==> config.mk <==
export PLATFORM = sky130hd
export DESIGN_NAME = mtrap_csr_unit
export DESIGN_NICKNAME = d
export VERILOG_FILES = /design/src/rtl/mtc_pkg.sv /design/src/rtl/mtc_trap_decide.sv /design/src/rtl/mtc_csr_file.sv /design/src/rtl/mtrap_csr_unit.sv
export SDC_FILE = /design/constraint.sdc
export NUM_CORES = 1
export LEC_CHECK = 0
export CAP_MARGIN = 30
export CELL_PAD_IN_SITES_DETAIL_PLACEMENT = 1
export CELL_PAD_IN_SITES_GLOBAL_PLACEMENT = 2
export CORE_ASPECT_RATIO = 1.1
export CORE_MARGIN = 10
export CORE_UTILIZATION = 39
export DETAILED_ROUTE_END_ITERATION = 8
export DONT_BUFFER_PORTS = 1
export PLACE_DENSITY_LB_ADDON = 0.1
export SLEW_MARGIN = 5
export SYNTH_ARGS = -nofsm -noshare
export SYNTH_HDL_FRONTEND = slang
export SYNTH_SLANG_ARGS = --single-unit
==> constraint.sdc <==
create_clock -name clk_i -period 3.3 [get_ports clk_i]
set_clock_uncertainty 0.2 [all_clocks]
set_input_delay 0.495 -clock clk_i [delete_from_list [all_inputs] [get_ports clk_i]]
set_output_delay 0.495 -clock clk_i [all_outputs]
set_load 0.1 [all_outputs]
==> src/rtl/mtc_pkg.sv <==
`timescale 1ns/1ps
package mtc_pkg;
  localparam int XLEN = 32;
  localparam int AW   = 12;

  localparam logic [1:0] PRIV_U = 2'b00;
  localparam logic [1:0] PRIV_M = 2'b11;

  localparam logic [1:0] OP_WR  = 2'd0;
  localparam logic [1:0] OP_SET = 2'd1;
  localparam logic [1:0] OP_CLR = 2'd2;
  localparam logic [1:0] OP_RD  = 2'd3;

  localparam logic [AW-1:0] A_STATUS = 12'h300;
  localparam logic [AW-1:0] A_TVEC   = 12'h305;
  localparam logic [AW-1:0] A_EPC    = 12'h341;
  localparam logic [AW-1:0] A_CAUSE  = 12'h342;

  localparam int B_IE   = 3;
  localparam int B_PIE  = 7;
  localparam int B_PP_L = 11;

  localparam logic [XLEN-1:0] C_ILLEGAL = 32'd2;
  localparam logic [XLEN-1:0] C_ECALL_U = 32'd8;
  localparam logic [XLEN-1:0] C_ECALL_M = 32'd11;
  localparam logic [XLEN-1:0] C_TIMER   = {1'b1, 27'd0, 4'd7};

  typedef struct packed {
    logic            exc;
    logic            irq;
    logic [XLEN-1:0] cause;
  } trap_dec_t;

  function automatic logic csr_known(input logic [AW-1:0] a);
    return (a == A_STATUS) || (a == A_TVEC) || (a == A_EPC) || (a == A_CAUSE);
  endfunction

  function automatic logic [XLEN-1:0] csr_apply(input logic [1:0] op,
                                                input logic [XLEN-1:0] old,
                                                input logic [XLEN-1:0] wd);
    case (op)
      OP_WR:   return wd;
      OP_SET:  return old | wd;
      OP_CLR:  return old & ~wd;
      default: return old;
    endcase
  endfunction
endpackage

==> src/rtl/mtc_trap_decide.sv <==
`timescale 1ns/1ps
module mtc_trap_decide
  import mtc_pkg::*;
(
  input  logic          valid_i,
  input  logic [1:0]    priv_i,
  input  logic          mie_i,
  input  logic          csr_req_i,
  input  logic [AW-1:0] csr_addr_i,
  input  logic          mret_i,
  input  logic          ecall_i,
  input  logic          illegal_i,
  input  logic          timer_irq_i,
  output trap_dec_t     dec_o,
  output logic          do_csr_o,
  output logic          do_mret_o
);
  logic user, bad_insn, exc, irq;

  assign user = (priv_i == PRIV_U);

  // privilege and address faults all fold into illegal-instruction
  assign bad_insn = illegal_i
                  | (csr_req_i & (user | ~csr_known(csr_addr_i)))
                  | (mret_i & user);

  assign exc = valid_i & (bad_insn | ecall_i);
  // interrupt only at a boundary, and exceptions win
  assign irq = valid_i & ~exc & timer_irq_i & (mie_i | user);

  always_comb begin
    dec_o.exc = exc;
    dec_o.irq = irq;
    if (bad_insn)     dec_o.cause = C_ILLEGAL;
    else if (ecall_i) dec_o.cause = user ? C_ECALL_U : C_ECALL_M;
    else              dec_o.cause = C_TIMER;
  end

  assign do_csr_o  = valid_i & csr_req_i & ~exc & ~irq;
  assign do_mret_o = valid_i & mret_i & ~exc & ~irq;
endmodule

==> src/rtl/mtc_csr_file.sv <==
`timescale 1ns/1ps
module mtc_csr_file
  import mtc_pkg::*;
#(
  parameter logic [XLEN-1:0] TVEC_RST = '0
) (
  input  logic            clk_i,
  input  logic            rst_ni,
  input  logic            trap_i,
  input  logic [XLEN-1:0] trap_cause_i,
  input  logic [XLEN-1:0] trap_pc_i,
  input  logic            do_mret_i,
  input  logic            do_csr_i,
  input  logic [1:0]      csr_op_i,
  input  logic [AW-1:0]   csr_addr_i,
  input  logic [XLEN-1:0] csr_wdata_i,
  output logic [XLEN-1:0] csr_rdata_o,
  output logic [XLEN-1:0] tvec_o,
  output logic [XLEN-1:0] epc_o,
  output logic [1:0]      priv_o,
  output logic            mie_o,
  output logic [1:0]      mpp_o
);
  logic [1:0]       priv_q, mpp_q;
  logic             mie_q, mpie_q;
  logic [XLEN-1:2]  tvec_q, epc_q;
  logic [XLEN-1:0]  cause_q;
  logic [XLEN-1:0]  status_rd, nv;

  always_comb begin
    status_rd = '0;
    status_rd[B_IE]            = mie_q;
    status_rd[B_PIE]           = mpie_q;
    status_rd[B_PP_L+1:B_PP_L] = mpp_q;
  end

  always_comb begin
    case (csr_addr_i)
      A_STATUS: csr_rdata_o = status_rd;
      A_TVEC:   csr_rdata_o = {tvec_q, 2'b00};
      A_EPC:    csr_rdata_o = {epc_q, 2'b00};
      A_CAUSE:  csr_rdata_o = cause_q;
      default:  csr_rdata_o = '0;
    endcase
  end

  assign nv = csr_apply(csr_op_i, csr_rdata_o, csr_wdata_i);

  always_ff @(posedge clk_i or negedge rst_ni) begin
    if (!rst_ni) begin
      priv_q  <= PRIV_M;
      mie_q   <= 1'b0;
      mpie_q  <= 1'b0;
      mpp_q   <= PRIV_U;
      tvec_q  <= TVEC_RST[XLEN-1:2];
      epc_q   <= '0;
      cause_q <= '0;
    end else if (trap_i) begin
      epc_q   <= trap_pc_i[XLEN-1:2];
      cause_q <= trap_cause_i;
      mpie_q  <= mie_q;
      mie_q   <= 1'b0;
      mpp_q   <= priv_q;
      priv_q  <= PRIV_M;
    end else if (do_mret_i) begin
      priv_q  <= mpp_q;
      mie_q   <= mpie_q;
      mpie_q  <= 1'b1;
      mpp_q   <= PRIV_U;
    end else if (do_csr_i && csr_op_i != OP_RD) begin
      case (csr_addr_i)
        A_STATUS: begin
          mie_q  <= nv[B_IE];
          mpie_q <= nv[B_PIE];
          mpp_q  <= (nv[B_PP_L+1:B_PP_L] == PRIV_M) ? PRIV_M : PRIV_U;
        end
        A_TVEC:  tvec_q  <= nv[XLEN-1:2];
        A_EPC:   epc_q   <= nv[XLEN-1:2];
        A_CAUSE: cause_q <= nv;
        default: ;
      endcase
    end
  end

  assign tvec_o = {tvec_q, 2'b00};
  assign epc_o  = {epc_q, 2'b00};
  assign priv_o = priv_q;
  assign mie_o  = mie_q;
  assign mpp_o  = mpp_q;
endmodule

==> src/rtl/mtrap_csr_unit.sv <==
`timescale 1ns/1ps
module mtrap_csr_unit
  import mtc_pkg::*;
#(
  parameter logic [31:0] TVEC_RST = 32'h0
) (
  input  logic        clk_i,
  input  logic        rst_ni,
  input  logic        valid_i,
  input  logic [31:0] pc_i,
  input  logic        csr_req_i,
  input  logic [1:0]  csr_op_i,
  input  logic [11:0] csr_addr_i,
  input  logic [31:0] csr_wdata_i,
  input  logic        ecall_i,
  input  logic        mret_i,
  input  logic        illegal_i,
  input  logic        timer_irq_i,
  output logic [31:0] csr_rdata_o,
  output logic        retire_o,
  output logic        trap_o,
  output logic        redirect_o,
  output logic [31:0] redirect_pc_o,
  output logic [1:0]  priv_o
);
  trap_dec_t         dec;
  logic              do_csr, do_mret, mie, take;
  logic [1:0]        mpp;
  logic [XLEN-1:0]   tvec, epc_rd;

  mtc_trap_decide i_decide (
    .valid_i     (valid_i),
    .priv_i      (priv_o),
    .mie_i       (mie),
    .csr_req_i   (csr_req_i),
    .csr_addr_i  (csr_addr_i),
    .mret_i      (mret_i),
    .ecall_i     (ecall_i),
    .illegal_i   (illegal_i),
    .timer_irq_i (timer_irq_i),
    .dec_o       (dec),
    .do_csr_o    (do_csr),
    .do_mret_o   (do_mret)
  );

  assign take = dec.exc | dec.irq;

  mtc_csr_file #(.TVEC_RST(TVEC_RST)) i_csrs (
    .clk_i        (clk_i),
    .rst_ni       (rst_ni),
    .trap_i       (take),
    .trap_cause_i (dec.cause),
    .trap_pc_i    (pc_i),
    .do_mret_i    (do_mret),
    .do_csr_i     (do_csr),
    .csr_op_i     (csr_op_i),
    .csr_addr_i   (csr_addr_i),
    .csr_wdata_i  (csr_wdata_i),
    .csr_rdata_o  (csr_rdata_o),
    .tvec_o       (tvec),
    .epc_o        (epc_rd),
    .priv_o       (priv_o),
    .mie_o        (mie),
    .mpp_o        (mpp)
  );

  assign trap_o        = take;
  assign retire_o      = valid_i & ~take;
  assign redirect_o    = take | do_mret;
  assign redirect_pc_o = take ? tvec : epc_rd;
endmodule

# Yosys cells after proc, flatten, opt, wreduce, memory -nomap -nowiden
# Cells that the tools add are included.
# W data, S select, Z words.
# totals
in_bits,86
register_bits,98
out_inout_bits,69
elab_cells,89
# op_classes
bitwise_logic,28
n_mux,29
n_eq_ne,9
n_reduce_logical,16
# op_table
cell,n
$mux W32,7
$pmux W32 S4,1
$mux W30,4
$pmux W32 S3,1
$eq A12 B10 Y1 const B,4
$and A32 B32 Y32,1
$not A32 Y32,1
$or A32 B32 Y32,1
$mux W2,8
$and A1 B1 Y1,13
$mux W1,8
$reduce_bool A2 Y1,4
$or A1 B1 Y1,7
$reduce_and A3 Y1,2
$reduce_bool A3 Y1,2
$not A1 Y1,5
$eq A2 B2 Y1 const B,2
$logic_not A2 Y1,2
$reduce_and A4 Y1,1
$logic_or A1 B1 Y1,3
$eq A2 B1 Y1 const B,1
$ne A2 B1 Y1 const B,1
$ne A2 B2 Y1 const B,1
$reduce_and A2 Y1,1
$logic_and A1 B1 Y1,1

# Depth between registers and ports, before layout
# Gate-level depths: netlist (run 1).
# logic_depth
word_depth,21
mapped_depth,10
ltp_nobuf,7

# Hierarchy
# From an unflattened synthesis (run 1), not the netlist that was laid out.
# unflattened
hier_cells,706
area_unflattened_um2,6653.9
# by_module_without_submodules
mod,area_per_inst_um2,cells_per_inst,n_inst,seq_area_each_um2
mtc_csr_file,5821.8,609,1,2454.9
mtrap_csr_unit,421.7,39,1,0.0
mtc_trap_decide,410.4,58,1,0.0

# Worst setup path before layout (run 1)
# No wires, ideal clock.
# synth_timing
path_kind,input -> output
from,input port csr_addr_i[11]
to,output port csr_rdata_o[10]
path_buffers,3
arrival_time_ns,3.232
setup_slack_ns,-0.627
path_stages,6
t_required_ns,2.605
path_cell_list,or4_4 or2_1 clkbuf_1 buf_1 clkbuf_1 nor2_1
# synth_via
elab_chain_cells,2
word_cells_on_any_way,5
classes_between,eq/ne: 4; mux: 1
# synth_rtl
element,line_no,rtl
from (decl),mtrap_csr_unit.sv:13,"input logic [11:0] csr_addr_i,"
$eq A12 B10 Y1,mtc_csr_file.sv:38,case (csr_addr_i)
$pmux W32 S4 (*),mtc_csr_file.sv:38,
to (decl),mtrap_csr_unit.sv:19,"output logic [31:0] csr_rdata_o,"
# Every way passes the cells marked *; elsewhere a longest branch is shown, timed or not.

# Final worst setup path (run 1)
# layout_timing
from,register i_csrs.priv_q[1] (netlist: i_csrs.priv_o[1])
to,output port redirect_pc_o[4]
# layout_via
elab_chain_cells,13
word_cells_on_any_way,15
classes_between,mux: 1; bitwise: 13; reduce/logical: 1
# layout_rtl
element,line_no,rtl
from (decl),mtc_csr_file.sv:24,"logic [1:0] priv_q, mpp_q;"
from (signal assigned),mtc_csr_file.sv:66,priv_q <= mpp_q;
$logic_not A2 Y1 (*),mtc_trap_decide.sv:20,assign user = (priv_i == PRIV_U);
$or A1 B1 Y1,mtc_trap_decide.sv:24,| (csr_req_i & (user | ~csr_known(csr_addr_i)))
$and A1 B1 Y1,mtc_trap_decide.sv:24,
$or A1 B1 Y1,mtc_trap_decide.sv:24,
$or A1 B1 Y1,mtc_trap_decide.sv:25,| (mret_i & user);
$or A1 B1 Y1,mtc_trap_decide.sv:27,assign exc = valid_i & (bad_insn | ecall_i);
$and A1 B1 Y1,mtc_trap_decide.sv:27,
$not A1 Y1,mtc_trap_decide.sv:29,assign irq = valid_i & ~exc & timer_irq_i & (mie_i | user);
$and A1 B1 Y1 (3 in a row),mtc_trap_decide.sv:29,
$or A1 B1 Y1 (*),mtrap_csr_unit.sv:46,assign take = dec.exc | dec.irq;
$mux W32 (*),mtrap_csr_unit.sv:70,assign redirect_pc_o = take ? tvec : epc_rd;
to (decl),mtrap_csr_unit.sv:23,"output logic [31:0] redirect_pc_o,"
# Marked as above.

==> results.sh, run 1 <==
export IMPL_p_leak_nw=3.50
export IMPL_cts_buffer_depth=2
export IMPL_multi_input_area_um2=3660
export IMPL_min_period_ns=3.15
export IMPL_area_delta_synth_final_pct=31.0
export IMPL_maxSlewHeadroom_pct=55.9
export IMPL_die_h_um=154
export IMPL_synthCells=688
export IMPL_status="finished, final reports clean"
export IMPL_wl_mm=23.4
export IMPL_core_area_um2=15900
export IMPL_worst_path_stages=8
export IMPL_synth_top_family_by_area="compound AO/OA/AOI/OAI gates"
export IMPL_p_sw_share_pct=34.1
export IMPL_grt_pass1_vias=6320
export IMPL_cell_internal_pwr_mw=2.30
export IMPL_cp_arrival_ns=2.45
export IMPL_synth_simple_area_share_pct=13.0
export IMPL_die_w_um=142
export IMPL_rr_worst_depth=8
export IMPL_nets=813
export IMPL_crit_fanout=27
export IMPL_p_switching_mw=1.19
export IMPL_crit_family="flip-flops"
export IMPL_grt_overflow=0
export IMPL_synth_seq_area_share_pct=38.6
export IMPL_grt_pass1_wl_mm=36.7
export IMPL_clock_power_share_pct=30.2
export IMPL_hp_class="in -> reg"
export IMPL_num_vias=5799
export IMPL_drv_cap=0
export IMPL_synth_edff_count=0
export IMPL_gp_congestion=0.884
export IMPL_clk_pin_slew_ns=0.07
export IMPL_drtPass1Iterations=4
export IMPL_r2r_start="i_csrs.priv_o[1]$_DFFE_PN1P_"
export IMPL_post_synth_instance_area_um2=6350
export IMPL_regToRegEndpoint="i_csrs.cause_q[4]$_DFFE_PN0P_"
export IMPL_drcViolationCount=0
export IMPL_max_freq_mhz=318
export IMPL_post_cts_buffers=0
export IMPL_synth_seq_cells=98
export IMPL_final_cell_area_um2=8320
export IMPL_synthMuxAreaShare_pct=16.4
export IMPL_synth_main_ff_cell="dfrtp_1"
export IMPL_io_pins=155
export IMPL_port_buffers=0
export IMPL_final_hold_viol_count=0
export IMPL_p_comb_share_pct=30.8
export IMPL_cts_tree="done"
export IMPL_track_usage_pct=21.1
export IMPL_insertion_delay_ns=0.35
export IMPL_ant_nets=0
export IMPL_drv_slew=0
export IMPL_post_route_period_util_pct=95.4
export IMPL_rows=48
export IMPL_setup_worst_path_start_class="flop"
export IMPL_synthDistinctLibCells=61
export IMPL_crit_required_ns=2.60
export IMPL_htree_levels=3
export IMPL_drive_gt1_share_pct=32.6
export IMPL_wl_per_cell_um=25.1
export IMPL_cts_buffers=9
export IMPL_critPathBufInv=3
export IMPL_rsz0062_at_grt="no"
export IMPL_synthAdderAreaFrac_pct=0
export IMPL_via_per_inst=6.22
export IMPL_synth_xor_area_share_pct=0.138
export IMPL_fill_cells=1731
export IMPL_regArea_um2=2450
export IMPL_endpoint="redirect_pc_o[4]"
export IMPL_async_flop_share_pct=100
export IMPL_cts_root_buffer="clkbuf_16"
export IMPL_fin_util_pct=52.5
export IMPL_critPathCaptureType="output pin"
export IMPL_crit_chain="nor2_2, a211oi_1, nor3_4, nor2_4, inv_2, buf_12, mux2_2, buf_12"
export IMPL_seq_power_share_pct=39.0
export IMPL_syn_avg_cell_area_um2=9.23
export IMPL_ys_warn_count=0
export IMPL_critPathMaxStageDelay_ns=0.58
export IMPL_rrSetupSlack_ns=0.43
export IMPL_crit_path_frequent_cell="buf_12"
export IMPL_worst_slew_pin_slew_ns=0.661
export IMPL_cts_sinks=98
export IMPL_setup_viol=0
export IMPL_initial_core_util_pct=40.1
export IMPL_path_class="reg -> out"
export IMPL_cp_slowest_cell="dfstp_2"
export IMPL_antenna_found_initial=4
export IMPL_cp_startpoint="i_csrs.priv_o[1]$_DFFE_PN1P_"
export IMPL_grt_start_max_net_pins=99
export IMPL_drt_iter0_markers=328
export IMPL_post_dp_cell_area_um2=7990
export IMPL_die_area_um2=21800
export IMPL_powerDensity_nw_per_um2=420
export IMPL_dp_hpwl_mm=15.6
export IMPL_synth_compound_area_share_pct=24.8
export IMPL_vdd_drop_max_uv=245
[worst min path at each step]
stage	start	endpoint	slack, ns	depth (start not counted)
6_report	pc_i[12]	i_csrs.epc_q[12]$_DFFE_PN0P_	0.09	1
5_1_grt	pc_i[28]	i_csrs.epc_q[28]$_DFFE_PN0P_	0.08	1
4_1_cts	pc_i[23]	i_csrs.epc_q[23]$_DFFE_PN0P_	0.08	1
3_5_place_dp	rst_ni	i_csrs.mpp_o[0]$_DFFE_PN0P_	0.006	0
3_3_place_gp	rst_ni	i_csrs.mpp_o[0]$_DFFE_PN0P_	0.006	0
2_1_floorplan	rst_ni	i_csrs.cause_q[0]$_DFFE_PN0P_	-0.0006	0
[power groups by stage]
| stage | Clock, mW | Combinational [mW] | Sequential [mW] |
|---|---|---|---|
| 2_1_floorplan | 0 | 0.756 | 1.37 |
| 3_3_place_gp | 0 | 1.03 | 1.38 |
| 3_5_place_dp | 0 | 1.05 | 1.38 |
| 4_1_cts | 1.08 | 1.08 | 1.36 |
| 5_1_grt | 1.13 | 1.14 | 1.37 |
| 6_report | 1.06 | 1.08 | 1.36 |
[worst register-to-register path: cells and delay by family, from the launching register on]
family                 cells  cell delay, ns
and+or+nand+nor            4            0.71
DFF                        1            0.58
AOI/OAI and AO/OA          1            0.51
buffers and inverters      2            0.40
muxes                      1            0.37
[flip-flops by register name, indices dropped and copies added, names as in the netlist]
register / count
i_csrs.tvec_q: 30
i_csrs.epc_q: 30
i_csrs.mpp_o: 2
i_csrs.cause_q: 32
i_csrs.mpie_q: 1
i_csrs.priv_o: 2
i_csrs.mie_o: 1
[final cells by class]
class,instances,share of cell area [%]
Antenna cell,1,0.0301
Clock buffer,14,3.41
Clock inverter,1,0.0902
Inverter,41,1.85
Multi-Input combinational cell,484,44.0
Sequential cell,98,29.5
Tap cell,200,3.01
Timing Repair Buffer,93,18.1
[synthesized netlist by cell type (3+ instances only)]
master	count	area share, %
o22ai_1	4	0.39
mux2_1	23	4.1
and3_1	5	0.49
and4_1	3	0.41
nor2_1	64	3.8
nand2_1	36	2.1
o21ai_1	7	0.55
clkbuf_1	46	2.7
a211oi_1	7	0.83
buf_2	12	0.95
inv_1	40	2.4
a22oi_1	34	4.0
o32a_1	28	4.4
mux2_4	25	5.9
buf_1	3	0.18
o21bai_1	3	0.35
o22a_1	6	0.83
dfrtp_1	96	38
a22o_1	26	3.6
a21oi_1	63	5.0
nand3_1	5	0.39
buf_6	3	0.53
o21ai_0	27	2.1
nor3_1	30	2.4
and2_1	7	0.69
mux2_2	36	6.4
or3_1	3	0.30
[metal layers]
metal | track usage [%] | up-vias | wire length [µm]
li1 | - | 2590 | -
met1 | 25.8 | 3000 | 9940
met2 | 35.2 | 165 | 11400
met3 | 5.18 | 40 | 1490
met4 | 7.16 | 4 | 512
met5 | 0 | - | 28
[cell families (layout without fill, tap and decap cells)]
kind of cell	count (synthesis)	in the layout
compound gates	225	225
simple gates	172	172
buf+inv	107	149
flops	98	98
mux	84	84
other cells	1	3
xor+xnor	1	1
[layout by cell type, fill, tap and decap left out, drive strengths merged, types with 31 or more instances in the layout]
cell type	Yosys	routed
a21oi	63	63
buf	20	92
nor2	67	67
a22oi	34	34
mux2	84	84
o21ai	34	34
nor3	31	31
nand2	36	36
dfrtp	96	96
inv	41	41
[stage by stage]
step                total power [mW]  setup TNS [ns]  instances  hold WS, ns  worst slack (ns)
floorplan                       2.13           -8.12        689    -0.000591            -0.414
global route                    3.64               0        932       0.0849            0.0374
CTS                             3.53               0        931       0.0779           0.00181
global placement                2.41               0        914      0.00552             0.198
detailed placement              2.43               0        914      0.00603             0.171
finish                          3.50               0        932       0.0904             0.150
[repair_timing]
action,4_1_cts,5_1_grt
hold endpoints to repair,98,0
setup endpoints to repair,0,26
gates resized for setup,0,1
hold buffers,2,0
Power figures use the tool's default switching activity.
==> run 2, diff against run 1 <==
GPL_TIMING_DRIVEN = 0   (was unset)
clock period = 3.6 ns   (was 3.3 ns; I/O delays follow)
==> run 2 against run 1 <==
First-iteration DRC count rose by 29%. Flip-flop and latch count did not move. Wire length rose by 13%. Setup slack got worse by 0.10 ns. Cell area fell by 5.9%. Global-route usage rose by 2.6 points. Clock power barely moved. Total power fell by 8.2%. Core utilization fell by 3.1 points. Non-clock buffer count rose by 12. Critical endpoint is now redirect_pc_o[28]. Largest cell class unchanged. Highest routed layer unchanged.
==> results.sh, run 2 (synthesis gave the netlist of run 1 again) <==
export IMPL_status="finished, final reports clean"
export IMPL_final_setup_worst_slack_ns=0.0465
export IMPL_critPathCaptureType="output pin"
export IMPL_p_comb_share_pct=28.2
export IMPL_drv_cap=0
export IMPL_num_vias=5956
export IMPL_crit_required_ns=2.86
export IMPL_p_sw_share_pct=36.5
export IMPL_htree_levels=3
export IMPL_wl_mm=26.4
export IMPL_rows=48
export IMPL_final_hold_viol_count=0
export IMPL_dp_hpwl_mm=18.5
export IMPL_crit_fanout=10
export IMPL_top_register="i_csrs.cause_q"
export IMPL_gp_congestion=0.877
export IMPL_dpl_worst_slack_ns=-0.784
export IMPL_vdd_drop_max_uv=179
export IMPL_total_power_mw=3.21
export IMPL_area_delta_synth_final_pct=23.3
export IMPL_regArea_um2=2460
export IMPL_die_w_um=142
export IMPL_port_buffers=0
export IMPL_drt_iter0_markers=423
export IMPL_ant_nets=0
export IMPL_powerDensity_nw_per_um2=409
export IMPL_max_freq_mhz=281
export IMPL_cp_arrival_ns=2.81
export IMPL_io_pins=155
export IMPL_p_leak_nw=3.34
export IMPL_grt_pass1_wl_mm=40.4
export IMPL_grt_pass1_vias=6540
export IMPL_post_route_period_util_pct=98.7
export IMPL_antenna_found_initial=4
export IMPL_grt_overflow=0
export IMPL_setup_viol=0
export IMPL_p_switching_mw=1.17
export IMPL_die_h_um=154
export IMPL_holdPathStages=1
export IMPL_rr_worst_depth=7
export IMPL_largest_reg_flops=32
export IMPL_cell_internal_pwr_mw=2.04
export IMPL_fill_cells=1769
export IMPL_via_per_inst=6.30
export IMPL_wl_per_cell_um=27.9
export IMPL_clock_power_share_pct=32.3
export IMPL_drcViolationCount=0
export IMPL_initial_core_util_pct=40.1
export IMPL_seq_power_share_pct=39.5
export IMPL_setup_worst_path_start_class="flop"
export IMPL_die_area_um2=21800
export IMPL_path_class="reg -> out"
export IMPL_cts_buffer_depth=2
export IMPL_final_cell_mix="dfrtp_1 (96), a21oi_1 (63), mux2_4 (51)"
export IMPL_core_area_um2=15900
export IMPL_largest_registers="i_csrs.cause_q (32), i_csrs.epc_q (30), i_csrs.tvec_q (30)"
export IMPL_drv_slew=0
export IMPL_cts_buffers=9
export IMPL_multi_input_area_um2=3680
export IMPL_maxSlewHeadroom_pct=34.2
export IMPL_hp_class="in -> reg"
export IMPL_cts_root_buffer="clkbuf_16"
export IMPL_drive_gt1_share_pct=27.3
export IMPL_cts_tree="done"
export IMPL_cts_sinks=98
export IMPL_insertion_delay_ns=0.35
export IMPL_drtPass1Iterations=4
export IMPL_nets=825
export IMPL_worst_slew_pin_slew_ns=0.994
export IMPL_grt_start_max_net_pins=99
export IMPL_min_period_ns=3.55
export IMPL_track_usage_pct=23.7
export IMPL_layout_commonest_cell="dfrtp_1"
export IMPL_clk_pin_slew_ns=0.08
[run 2: cell count changes in the layout (fill, tap and decap cells not counted), moves of 19 or more]
cell / change
clkbuf_1: +42
buf_12: -63
mux2_2: -20
buf_8: +24
buf_4: -19
mux2_4: +20
[run 2: path summary, 6_finish.rpt]
kind                                                startpoint                             end  slack [ns]
min in group asynchronous                               rst_ni     i_csrs.mpp_o[1]$_DFFE_PN0P_        0.56
max in group asynchronous                               rst_ni     i_csrs.epc_q[2]$_DFFE_PN0P_        2.17
worst max register to register    i_csrs.priv_o[0]$_DFFE_PN1P_    i_csrs.epc_q[16]$_DFFE_PN0P_        0.12
worst min register to register  i_csrs.cause_q[31]$_DFFE_PN0P_  i_csrs.cause_q[31]$_DFFE_PN0P_        0.30
worst min-delay path                                   pc_i[8]     i_csrs.epc_q[8]$_DFFE_PN0P_        0.13
worst max-delay path              i_csrs.priv_o[0]$_DFFE_PN1P_               redirect_pc_o[28]        0.05
[run 2: metrics by stage]
step,instances,hold WS [ns],cell area [µm²],setup TNS (ns),util (%)
after CTS,939,0.119,7730,0,48.8
final,946,0.129,7840,0,49.4
after global routing,945,0.119,7830,-0.792,49.4
after floorplan,689,0.0444,6360,-9.98,-
after detailed placement,920,0.0508,7210,-60.06,45.4
after global placement,889,0.0517,6610,-73.51,41.7
[run 2: timing repair]
item	CTS	global route
pin swaps	2	6
gates resized for setup	71	10
endpoints found under the setup margin	146	35
buffers inserted	1	6
gates cloned	0	1
hold buffers	2	0
endpoints found under the hold margin	98	0
[run 2: final cells by class]
cell class              instances  area share, %
inverters                      41           2.03
well taps                     200           3.19
repair buffers                 40           8.03
flip-flops and latches         98           31.4
plain buffers                  65           4.39
multi-input cells             484           47.0
clock inverters                 5          0.782
clock buffers                  11           3.10
diodes                          2         0.0639
[run 2: critical path, stage by stage (launching register included)]
cell,delay [ns]
dfstp_4,0.82
o21ba_4,0.22
o21ba_4,0.16
nor2_2,0.05
buf_8,0.16
nor2_4,0.18
clkinv_4,0.15
buf_16,0.21
mux2_4,0.46
[run 2: power groups by stage]
stage	clock network, mW	logic [mW]	registers (mW)
2_1_floorplan	0	0.677	1.26
3_3_place_gp	0	0.788	1.28
3_5_place_dp	0	0.807	1.28
4_1_cts	1.04	0.886	1.27
5_1_grt	1.09	0.958	1.28
6_report	1.04	0.905	1.27
[run 2: routing by layer]
layer  routed length (µm)  up-vias  GRT usage (%)
met5                   33        -              0
li1                     -     2618              -
met3                 1670       48           6.50
met4                  750        4           7.55
met2                12800      199           38.8
met1                11200     3087           29.4
==> run 3, diff against run 2 <==
CORE_UTILIZATION = 40   (was 39)
CTS_BUF_LIST = sky130_fd_sc_hd__clkbuf_8   (was unset)
==> run 3 against run 2 <==
Fmax is 0.53% higher. Cell area fell by 2.0%. Core utilization fell by 0.27 points. Global-route usage down 0.11 points. Wire length down 1.1%. Clock-buffer cell count is 2 lower. Critical path type unchanged.
==> results.sh, run 3 (synthesis gave the netlist of run 1 again) <==
export IMPL_status="finished, final reports clean"
export IMPL_crit_required_ns=2.86
export IMPL_min_from="pc_i[9]"
export IMPL_hp_class="in -> reg"
export IMPL_wl_mm=26.1
export IMPL_layout_commonest_cell="dfrtp_1"
export IMPL_track_usage_pct=23.6
export IMPL_p_comb_share_pct=31.9
export IMPL_antenna_found_initial=4
export IMPL_grt_pass1_wl_mm=39.4
export IMPL_core_area_um2=15600
export IMPL_final_cell_area_um2=7670
export IMPL_fill_cells=1774
export IMPL_cts_root_buffer="clkbuf_8"
export IMPL_holdPathStages=1
export IMPL_maxSlewHeadroom_pct=34.3
export IMPL_insertion_delay_ns=0.39
export IMPL_final_hold_viol_count=0
export IMPL_min_period_ns=3.53
export IMPL_port_buffers=0
export IMPL_area_delta_synth_final_pct=20.8
export IMPL_nets=825
export IMPL_r2r_start="i_csrs.priv_o[1]$_DFFE_PN1P_"
export IMPL_die_area_um2=21300
export IMPL_path_class="reg -> out"
export IMPL_final_setup_worst_slack_ns=0.0652
export IMPL_dpl_worst_slack_ns=-0.815
export IMPL_setup_viol=0
export IMPL_critPathMaxStageDelay_ns=0.84
export IMPL_post_dp_cell_area_um2=7170
export IMPL_seq_power_share_pct=44.5
export IMPL_final_cell_mix="dfrtp_1 (96), a21oi_1 (63), mux2_4 (51)"
export IMPL_cell_internal_pwr_mw=1.72
export IMPL_crit_fanout=8
export IMPL_gp_congestion=0.872
export IMPL_drive_gt1_share_pct=28.1
export IMPL_largest_registers="i_csrs.cause_q (32), i_csrs.epc_q (30), i_csrs.tvec_q (30)"
export IMPL_drcViolationCount=0
export IMPL_crit_chain="o21ba_4, o21ba_4, nor2_4, buf_8, nor2_4, clkinv_4, buf_16, mux2_4"
export IMPL_p_sw_share_pct=39.5
export IMPL_clock_power_share_pct=23.6
export IMPL_setup_worst_path_start_class="flop"
export IMPL_p_switching_mw=1.12
export IMPL_critPathCaptureType="output pin"
export IMPL_post_route_period_util_pct=98.2
export IMPL_regToRegEndpoint="i_csrs.cause_q[5]$_DFFE_PN0P_"
export IMPL_cts_buffer_depth=2
export IMPL_initial_core_util_pct=40.7
export IMPL_cp_slowest_cell="dfstp_4"
export IMPL_die_h_um=152
export IMPL_rr_worst_depth=10
export IMPL_io_pins=155
export IMPL_drtPass1Iterations=4
export IMPL_numPlacedInstances=919
export IMPL_drv_slew=0
export IMPL_grt_start_max_net_pins=99
export IMPL_cp_arrival_ns=2.79
export IMPL_rrSetupSlack_ns=0.14
export IMPL_cts_sinks=98
export IMPL_finalNonFillerCells=946
export IMPL_dp_hpwl_mm=18.4
export IMPL_p_leak_nw=3.29
export IMPL_max_freq_mhz=283
export IMPL_via_per_inst=6.22
export IMPL_min_to="i_csrs.epc_q[9]$_DFFE_PN0P_"
export IMPL_vdd_drop_max_uv=182
export IMPL_tns_ns=0
export IMPL_clk_pin_slew_ns=0.11
export IMPL_powerDensity_nw_per_um2=370
export IMPL_wl_per_cell_um=27.6
export IMPL_worst_slew_pin_slew_ns=0.992
export IMPL_ant_nets=0
export IMPL_rows=48
export IMPL_num_vias=5884
export IMPL_drt_iter0_markers=479
export IMPL_grt_overflow=0
export IMPL_grt_pass1_vias=6328
export IMPL_cts_buffers=9
export IMPL_drv_cap=0
export IMPL_top_register="i_csrs.cause_q"
export IMPL_largest_reg_flops=32
export IMPL_rsz0062_at_grt="no"
export IMPL_die_w_um=140
export IMPL_htree_levels=3
export IMPL_cts_tree="done"
## run 3: changes by cell type in the layout (fill, tap and decap cells not counted), sizes merged
cell,change
clkinv,+5
clkbuf,-3
clkinvlp,-2
buf,+1
bufinv,-1
## run 3: final cells by class
| cell class | count | area (µm²) | area share (%) |
|---|---|---|---|
| antenna | 2 | 5.00 | 0.0652 |
| buffer | 65 | 350 | 4.56 |
| clock buffer | 9 | 124 | 1.61 |
| clock inverter | 7 | 37.5 | 0.489 |
| inverter | 41 | 159 | 2.07 |
| multi-input combinational | 484 | 3680 | 47.9 |
| sequential | 98 | 2460 | 32.1 |
| tap | 200 | 250 | 3.26 |
| timing repair buffer | 40 | 607 | 7.91 |
## run 3: power by group through the flow
stage	sequential, mW	clock, mW	combinational (mW)
2_1_floorplan	1.26	0	0.677
3_3_place_gp	1.28	0	0.788
3_5_place_dp	1.28	0	0.808
4_1_cts	1.26	0.685	0.900
5_1_grt	1.28	0.730	0.955
6_report	1.27	0.670	0.906
## run 3: per-layer routing
layer  part of all wire, %  vias up  track usage, %
met4                   1.8        4            6.69
met3                   6.2       34            6.55
met2                    50      177            38.7
met1                    42     3039            29.4
li1                      -     2630               -
met5                  0.14        -               0
## run 3: worst max-delay path by stage
stage	startpoint	to	slack, ns	cells past startpoint
CTS	csr_addr_i[0]	csr_rdata_o[3]	0.04	6
finish	i_csrs.priv_o[0]$_DFFE_PN1P_	redirect_pc_o[27]	0.07	8
floorplan	csr_addr_i[11]	csr_rdata_o[10]	-0.42	6
global route	i_csrs.priv_o[1]$_DFFE_PN1P_	redirect_pc_o[27]	0.0007	7
global placement	csr_addr_i[2]	csr_rdata_o[20]	-1.26	5
detailed placement	i_csrs.priv_o[1]$_DFFE_PN1P_	redirect_pc_o[24]	-0.82	8
## run 3: what timing repair did
action	in CTS	in global routing
gates resized for setup	73	20
pin swaps	4	6
hold buffers	2	0
hold endpoints to repair	98	0
buffers inserted	6	2
setup endpoints to repair	146	57
cloned	1	0
## run 3: per-stage QoR
| step | power [mW] | hold WS, ns | util (%) |
|---|---|---|---|
| after global routing | 2.96 | 0.0740 | 49.1 |
| final | 2.84 | 0.0848 | 49.2 |
| after CTS | 2.85 | 0.0768 | 48.9 |
| after detailed placement | 2.09 | 0.0520 | 45.9 |
| after floorplan | 1.94 | 0.0444 | - |
| after global placement | 2.07 | 0.0517 | 42.3 |
## run 3: worst max-delay path: cells and delay by family, from the launching register on
family	cells	cell delay [ns]
flops	1	0.84
buf+inv	3	0.49
mux	1	0.46
compound gates	2	0.40
simple gates	2	0.19
